`config.mk`:
```
export PLATFORM = sky130hd
export DESIGN_NAME = cmd_queue_ctrl
export DESIGN_NICKNAME = d
export VERILOG_FILES = /design/src/rtl/cmdq_pkg.sv /design/src/rtl/cmdq_regs.sv /design/src/rtl/cmdq_fifo.sv /design/src/rtl/cmdq_irq.sv /design/src/rtl/cmd_queue_ctrl.sv
export SDC_FILE = /design/constraint.sdc
export NUM_CORES = 1
export LEC_CHECK = 0
export ABC_AREA = 1
export BUFFER_PORTS_ARGS = -buffer_cell sky130_fd_sc_hd__buf_4
export CORE_UTILIZATION = 60
export CTS_BUF_LIST = sky130_fd_sc_hd__clkbuf_16
export DETAILED_ROUTE_END_ITERATION = 6
export HOLD_SLACK_MARGIN = 0.1
export PLACE_DENSITY = 0.77
export SKIP_LAST_GASP = 1
export SLEW_MARGIN = 20
export SYNTH_ARGS = -nofsm -noshare
export SYNTH_HDL_FRONTEND = slang
export SYNTH_SLANG_ARGS = --single-unit
```
`constraint.sdc`:
```
create_clock -name clk_i -period 4.08 [get_ports clk_i]
set_clock_uncertainty 0.1 [all_clocks]
set_input_delay 0 -clock clk_i [delete_from_list [all_inputs] [get_ports clk_i]]
set_output_delay 0 -clock clk_i [all_outputs]
set_load 0.02 [all_outputs]
```
`src/rtl/cmdq_pkg.sv`:
```
package cmdq_pkg;
  localparam int ADDR_W = 3;
  localparam logic [ADDR_W-1:0] A_CMD_LO   = 3'd0;
  localparam logic [ADDR_W-1:0] A_CMD_HI   = 3'd1;
  localparam logic [ADDR_W-1:0] A_WMARK    = 3'd2;
  localparam logic [ADDR_W-1:0] A_IRQ_EN   = 3'd3;
  localparam logic [ADDR_W-1:0] A_IRQ_FLAG = 3'd4;
  localparam int NFLAG   = 3;
  localparam int F_EMPTY = 0;
  localparam int F_FULL  = 1;
  localparam int F_WMARK = 2;
endpackage

```
`src/rtl/cmdq_regs.sv`:
```
module cmdq_regs
  import cmdq_pkg::*;
#(
  parameter int DATA_W = 16,
  parameter int CNT_W  = 5,
  localparam int BE_W  = DATA_W / 8
) (
  input  logic                clk_i,
  input  logic                rst_ni,
  input  logic                wr_i,
  input  logic [ADDR_W-1:0]   addr_i,
  input  logic [DATA_W-1:0]   wdata_i,
  input  logic [BE_W-1:0]     be_i,
  output logic                push_o,
  output logic [2*DATA_W-1:0] push_data_o,
  output logic [CNT_W-1:0]    wmark_o,
  output logic [NFLAG-1:0]    irq_en_o,
  output logic                flag_wr_o,
  output logic [NFLAG-1:0]    flag_wdata_o
);
  logic [DATA_W-1:0] lo_q, hi_q, lo_d, hi_d;
  logic sel_lo, sel_hi;

  assign sel_lo = wr_i && (addr_i == A_CMD_LO);
  assign sel_hi = wr_i && (addr_i == A_CMD_HI);

  for (genvar b = 0; b < BE_W; b++) begin : g_lane
    assign lo_d[b*8 +: 8] = (sel_lo && be_i[b]) ? wdata_i[b*8 +: 8] : lo_q[b*8 +: 8];
    assign hi_d[b*8 +: 8] = (sel_hi && be_i[b]) ? wdata_i[b*8 +: 8] : hi_q[b*8 +: 8];
  end

  always_ff @(posedge clk_i or negedge rst_ni) begin
    if (!rst_ni) begin
      lo_q     <= '0;
      hi_q     <= '0;
      wmark_o  <= '0;
      irq_en_o <= '0;
    end else begin
      lo_q <= lo_d;
      hi_q <= hi_d;
      if (wr_i && addr_i == A_WMARK && be_i[0])  wmark_o  <= wdata_i[CNT_W-1:0];
      if (wr_i && addr_i == A_IRQ_EN && be_i[0]) irq_en_o <= wdata_i[NFLAG-1:0];
    end
  end

  // upper lane of the high half is the push trigger
  assign push_o       = sel_hi && be_i[BE_W-1];
  assign push_data_o  = {hi_d, lo_q};
  assign flag_wr_o    = wr_i && (addr_i == A_IRQ_FLAG) && be_i[0];
  assign flag_wdata_o = wdata_i[NFLAG-1:0];

  a_r1_lo_no_push: assert property (@(posedge clk_i) disable iff (!rst_ni)
    (wr_i && addr_i == A_CMD_LO) |-> !push_o);
  a_r2_lowbyte_no_push: assert property (@(posedge clk_i) disable iff (!rst_ni)
    (wr_i && addr_i == A_CMD_HI && !be_i[BE_W-1]) |-> !push_o);
endmodule

```
`src/rtl/cmdq_fifo.sv`:
```
module cmdq_fifo #(
  parameter int DEPTH = 16,
  parameter int CMD_W = 32,
  localparam int CNT_W = $clog2(DEPTH + 1),
  localparam int PTR_W = $clog2(DEPTH)
) (
  input  logic             clk_i,
  input  logic             rst_ni,
  input  logic             push_i,
  input  logic [CMD_W-1:0] push_data_i,
  input  logic             ready_i,
  output logic             valid_o,
  output logic [CMD_W-1:0] data_o,
  output logic [CNT_W-1:0] count_o
);
  localparam logic [CNT_W-1:0] FULL_CNT = CNT_W'(DEPTH);
  localparam logic [PTR_W-1:0] LAST     = PTR_W'(DEPTH - 1);

  logic [CMD_W-1:0] mem [DEPTH];
  logic [PTR_W-1:0] wr_ptr, rd_ptr;
  logic acc_push, do_pop;

  assign valid_o  = (count_o != '0);
  assign do_pop   = valid_o && ready_i;
  assign acc_push = push_i && (count_o != FULL_CNT); // full drops even with a pop
  assign data_o   = mem[rd_ptr];

  always_ff @(posedge clk_i) begin
    if (acc_push) mem[wr_ptr] <= push_data_i;
  end

  always_ff @(posedge clk_i or negedge rst_ni) begin
    if (!rst_ni) begin
      wr_ptr  <= '0;
      rd_ptr  <= '0;
      count_o <= '0;
    end else begin
      if (acc_push) wr_ptr <= (wr_ptr == LAST) ? '0 : wr_ptr + PTR_W'(1);
      if (do_pop)   rd_ptr <= (rd_ptr == LAST) ? '0 : rd_ptr + PTR_W'(1);
      case ({acc_push, do_pop})
        2'b10:   count_o <= count_o + CNT_W'(1);
        2'b01:   count_o <= count_o - CNT_W'(1);
        default: count_o <= count_o;
      endcase
    end
  end

  a_r4_no_overflow: assert property (@(posedge clk_i) disable iff (!rst_ni)
    count_o <= FULL_CNT);
  a_r4_full_drop: assert property (@(posedge clk_i) disable iff (!rst_ni)
    (count_o == FULL_CNT && push_i && !ready_i) |=> count_o == FULL_CNT);
  a_r5_push_pop_hold: assert property (@(posedge clk_i) disable iff (!rst_ni)
    (push_i && ready_i && count_o != '0 && count_o != FULL_CNT) |=> $stable(count_o));
endmodule

```
`src/rtl/cmdq_irq.sv`:
```
module cmdq_irq
  import cmdq_pkg::*;
#(
  parameter int DEPTH = 16,
  localparam int CNT_W = $clog2(DEPTH + 1)
) (
  input  logic             clk_i,
  input  logic             rst_ni,
  input  logic [CNT_W-1:0] count_i,
  input  logic [CNT_W-1:0] wmark_i,
  input  logic [NFLAG-1:0] en_i,
  input  logic             flag_wr_i,
  input  logic [NFLAG-1:0] flag_wdata_i,
  output logic [NFLAG-1:0] flags_o,
  output logic             irq_o
);
  localparam logic [CNT_W-1:0] FULL_CNT = CNT_W'(DEPTH);

  logic [CNT_W-1:0] prev_cnt;
  logic [NFLAG-1:0] set, clr;

  always_ff @(posedge clk_i or negedge rst_ni) begin
    if (!rst_ni) prev_cnt <= '0;
    else         prev_cnt <= count_i;
  end

  // condition edges from the occupancy one cycle apart
  assign set[F_EMPTY] = (count_i == '0) && (prev_cnt != '0);
  assign set[F_FULL]  = (count_i == FULL_CNT) && (prev_cnt != FULL_CNT);
  assign set[F_WMARK] = (wmark_i != '0) && (prev_cnt == wmark_i) &&
                        (count_i == wmark_i - CNT_W'(1));
  assign clr = flag_wr_i ? ~flag_wdata_i : '0;

  for (genvar i = 0; i < NFLAG; i++) begin : g_flag
    always_ff @(posedge clk_i or negedge rst_ni) begin
      if (!rst_ni) flags_o[i] <= 1'b0;
      else         flags_o[i] <= set[i] | (flags_o[i] & ~clr[i]);
    end

    a_r10_set_wins: assert property (@(posedge clk_i) disable iff (!rst_ni)
      set[i] |=> flags_o[i]);
    a_r9_sticky: assert property (@(posedge clk_i) disable iff (!rst_ni)
      (flags_o[i] && !clr[i]) |=> flags_o[i]);
  end

  assign irq_o = |(flags_o & en_i);

  a_r8_wm_cross: assert property (@(posedge clk_i) disable iff (!rst_ni)
    $rose(flags_o[F_WMARK]) |-> ($past(count_i) + CNT_W'(1) == $past(wmark_i)));
endmodule

```
`src/rtl/cmd_queue_ctrl.sv`:
```
module cmd_queue_ctrl
  import cmdq_pkg::*;
#(
  parameter int DEPTH  = 16,
  parameter int DATA_W = 16,
  localparam int CMD_W = 2 * DATA_W,
  localparam int CNT_W = $clog2(DEPTH + 1),
  localparam int BE_W  = DATA_W / 8
) (
  input  logic              clk_i,
  input  logic              rst_ni,
  input  logic              reg_wr_i,
  input  logic [ADDR_W-1:0] reg_addr_i,
  input  logic [DATA_W-1:0] reg_wdata_i,
  input  logic [BE_W-1:0]   reg_be_i,
  output logic              cmd_valid_o,
  input  logic              cmd_ready_i,
  output logic [CMD_W-1:0]  cmd_data_o,
  output logic [CNT_W-1:0]  count_o,
  output logic              full_o,
  output logic              empty_o,
  output logic              wm_below_o,
  output logic [NFLAG-1:0]  irq_flags_o,
  output logic              irq_o
);
  logic             push, flag_wr;
  logic [CMD_W-1:0] push_data;
  logic [CNT_W-1:0] wmark;
  logic [NFLAG-1:0] irq_en, flag_wdata;

  cmdq_regs #(.DATA_W(DATA_W), .CNT_W(CNT_W)) u_regs (
    .clk_i, .rst_ni,
    .wr_i(reg_wr_i), .addr_i(reg_addr_i), .wdata_i(reg_wdata_i), .be_i(reg_be_i),
    .push_o(push), .push_data_o(push_data), .wmark_o(wmark), .irq_en_o(irq_en),
    .flag_wr_o(flag_wr), .flag_wdata_o(flag_wdata)
  );

  cmdq_fifo #(.DEPTH(DEPTH), .CMD_W(CMD_W)) u_fifo (
    .clk_i, .rst_ni,
    .push_i(push), .push_data_i(push_data), .ready_i(cmd_ready_i),
    .valid_o(cmd_valid_o), .data_o(cmd_data_o), .count_o(count_o)
  );

  cmdq_irq #(.DEPTH(DEPTH)) u_irq (
    .clk_i, .rst_ni,
    .count_i(count_o), .wmark_i(wmark), .en_i(irq_en),
    .flag_wr_i(flag_wr), .flag_wdata_i(flag_wdata),
    .flags_o(irq_flags_o), .irq_o(irq_o)
  );

  assign full_o     = (count_o == CNT_W'(DEPTH));
  assign empty_o    = (count_o == '0);
  assign wm_below_o = (count_o < wmark);
endmodule

```
==> key figures <==
Hold path
  – Worst Hold Class: in2reg
  – WHS Path Cells: 6
  – Hold_sp: reg_wr_i
  – Hold endpoint: u_regs.hi_q[9]

Layout
  – Layout fillers: 2542
  – Post-Layout Cell Count: 2570
  – Synthesis-to-layout area growth: 13.90%
  – Storage cell area: 0.01691 mm2
  – Fin nets: 2063
  – Commonest non-fill, non-tap cells in the layout: edfxtp_1, nand2_1, nor2_1, o21ai_0, buf_4
  – Antenna diodes: 0
  – Share of cells above drive strength 1: 9.665%
  – Commonest non-fill, non-tap cell in the layout: edfxtp_1
  – Multi-input combinational cell area: 0.005499 mm2

Timing
  – Unrepaired setup endpoints after global routing: false
  – Sum of negative setup slack: 0 ns
  – Slew Viols, Final: 0
  – Slew HR: 23.01%
  – Setup Viol. Count Final: 0
  – PnR worst setup slack: 0.7137 ns
  – Period utilisation layout: 82.51%
  – Min Tclk post-route: 3.366 ns
  – Worst-margin pin slew: 1.155 ns
  – Fmax: 0.2971 GHz
  – Hold WS: 0.1889 ns
  – Final Hold Vio Count: 0

Setup path
  – Critical Path RT: 4.17 ns
  – Setup CP Type: reg2reg
  – Register-to-Register Path Depth: 6
  – Worst setup SP type: flip-flop
  – Setup crit end kind: flip-flop
  – Crit path DAT: 3.45 ns
  – R2R Setup Slk: 0.71 ns
  – End of the worst register-to-register path: u_fifo.mem[6][25]
  – CP Max Fanout: 32
  – Worst r2r src: u_fifo.count_o[1]

Floorplanning
  – Die Width: 197.8 um
  – Core area: 0.03767 mm2
  – Row Count: 71
  – Full die area: 0.03911 mm2
  – Initial Util: 61.05%
  – I/O Pins: 70
  – Die Span Y: 197.8 um

Logic synthesis
  – Cell taking the most area after synthesis: edfxtp_1
  – Average size of a mapped cell: 11.97 um2
  – Top-area cell type share of the netlist area: 66.86%
  – Post-synthesis adder-cell area fraction: 0.7617%
  – Mux share of post-synthesis cell area: 0%
  – Net Count, Synth: 1960
  – Sequential-to-total area share from yosys stat: 73.50%
  – Synth unique cells: 27
  – Post-synthesis compound-gate area fraction: 8.804%
  – Mapped Cells: 1921
  – Most used DFF post-synth: edfxtp_1
  – Xor/xnor cell area share of the yosys netlist: 0.1523%
  – Largest family of logic cells by synthesized area: simple AND/OR/NAND/NOR gates
  – Mapped cell area: 0.02300 mm2
  – Ys async rst share: 10.65%
  – Synth top area cells: edfxtp_1, nand2_1, dfrtp_1, o21ai_0, nor2_1
  – Post-synth EDFFs: 512
  – Synth Register Bits: 573
  – Yosys warning count: 0
  – Simple-gate area share of the yosys netlist: 13.64%

Routing
  – Routed wire length per instance: 21.72 um
  – Antenna-violating nets left: 0
  – Post-route DRC: 0
  – Vias: 15460
  – DR iter-0 viols: 2017
  – Drt via density: 6.014
  – WL final: 55830 um
  – Pre-antenna DRT Iters: 5

GRT
  – First-pass GRT wire length: 85100 um
  – Congestion Overflow GR: 0
  – Initial antenna violation count: 0
  – Largest net degree at the start of global routing: 260
  – Number of global-route vias before repair: 14940
  – All-Layer GR Usage: 29.25%

Clock network
  – Depth of the CTS H-tree: 2
  – CTS Buf Count: 54
  – Clock Latency Late Sink: 0.58 ns
  – # Post-CTS Setup Buffers: 0
  – Clock buffer depth: 3
  – Clk root buf: clkbuf_16
  – CTS clk-pin slew, worst paths: 0.06 ns
  – CTS sink count: 573
  – CTS tree: done

Placed design
  – Setup Slack @ Placement: 0.8510 ns
  – Detail Placement HPWL: 32360 um
  – IO buf count: 69
  – RePlAce Congestion: 0.8553
  – DP Cell Count: 2439

Power and ir drop
  – Leak: 9.650 nW
  – PD cells: 702.6 mW/mm2
  – Design Power: 18.40 mW
  – Peak VDD IR: 0.0008828 V

Outcome
  – Status: completed

Job
  – Max cap viols: 0
==> routing by layer <==
layer / GRT usage [%] / up-vias / wire length, um
met2: 45.07 / 855 / 25990
met4: 10.34 / 0 / 1611
met1: 42.69 / 7529 / 22550
met5: 0 / - / 0
met3: 4.820 / 124 / 5675
li1: - / 6949 / -
==> Yosys cell counts (2+ instances only) <==
master	count
a21oi_1	95
a31oi_1	20
buf_1	11
buf_2	39
buf_4	10
buf_6	5
clkbuf_1	36
dfrtp_1	61
edfxtp_1	512
ha_1	14
inv_1	56
nand2_1	479
nand3_1	91
nand3b_1	2
nand4_1	3
nor2_1	219
o211ai_1	53
o21ai_0	170
o21ai_1	35
xnor2_1	2
xor2_1	2
==> power by group <==
part | switching, mW | internal (mW)
Clock | 2.05 | 2.55
Combinational | 4.50 | 1.98
Sequential | 0.452 | 6.87
Total | 7.01 | 11.4
==> stage by stage <==
| step | area (um2) | utilization, % |
|---|---|---|
| finish | 26190 | 69.54 |
| detailed placement | 24170 | 64.16 |
| CTS | 26190 | 69.54 |
| global route | 26190 | 69.54 |
| global placement | 24170 | 64.16 |
| floorplan | 23000 | - |
==> what timing repair did <==
action | in CTS | in global routing
hold endpoints to repair | 332 | 0
gates resized for setup | 0 | 0
hold buffers | 40 | 0
==> cell type report <==
| class | instances | share of cell area, % |
|---|---|---|
| clock buffers | 55 | 5.255 |
| clock inverters | 36 | 0.8790 |
| inverters | 58 | 0.8503 |
| multi-input cells | 1189 | 20.99 |
| flip-flops and latches | 573 | 64.56 |
| well taps | 511 | 2.441 |
| repair buffers | 148 | 5.025 |
==> worst max-delay path, stage by stage, from the launching register on <==
cell	delay (ns)
dfrtp_1	0.49
inv_1	0.13
nand4_1	0.13
inv_1	0.09
nor2_1	0.66
nand2_1	0.47
nor2_4	0.89
==> how the worst max path moves through the flow <==
stage / slack (ns) / to / cells past startpoint / startpoint
floorplan: 0.90 / u_fifo.mem[0][0] / 7 / u_fifo.count_o[1]
global placement: 0.92 / u_fifo.mem[6][22] / 8 / reg_addr_i[2]
detailed placement: 0.85 / u_fifo.mem[6][24] / 6 / u_fifo.count_o[1]
CTS: 0.79 / u_fifo.mem[6][25] / 6 / u_fifo.count_o[1]
global route: 0.54 / u_fifo.mem[6][12] / 6 / u_fifo.count_o[1]
finish: 0.71 / u_fifo.mem[6][25] / 6 / u_fifo.count_o[1]
==> flip-flops by register name, summed over array words and instances (netlist names) <==
register and flops:
u_fifo.mem 512, u_regs.hi_q 16, u_regs.lo_q 16, u_fifo.count_o 5, u_irq.prev_cnt 5, u_regs.wmark_o 5, u_fifo.rd_ptr 4, u_fifo.wr_ptr 4
u_irq.flags_o 3, u_regs.irq_en_o 3
==> cell families (layout without fill, tap and decap cells) <==
| group | Yosys count | in the layout |
|---|---|---|
| AOI/OAI and AO/OA | 373 | 373 |
| xor gates and xnor gates | 4 | 4 |
| adders and majority gates | 14 | 14 |
| buffers and inverters | 159 | 297 |
| DFF | 573 | 573 |
| and+or+nand+nor | 798 | 798 |
(Power assumes the default switching activity.)
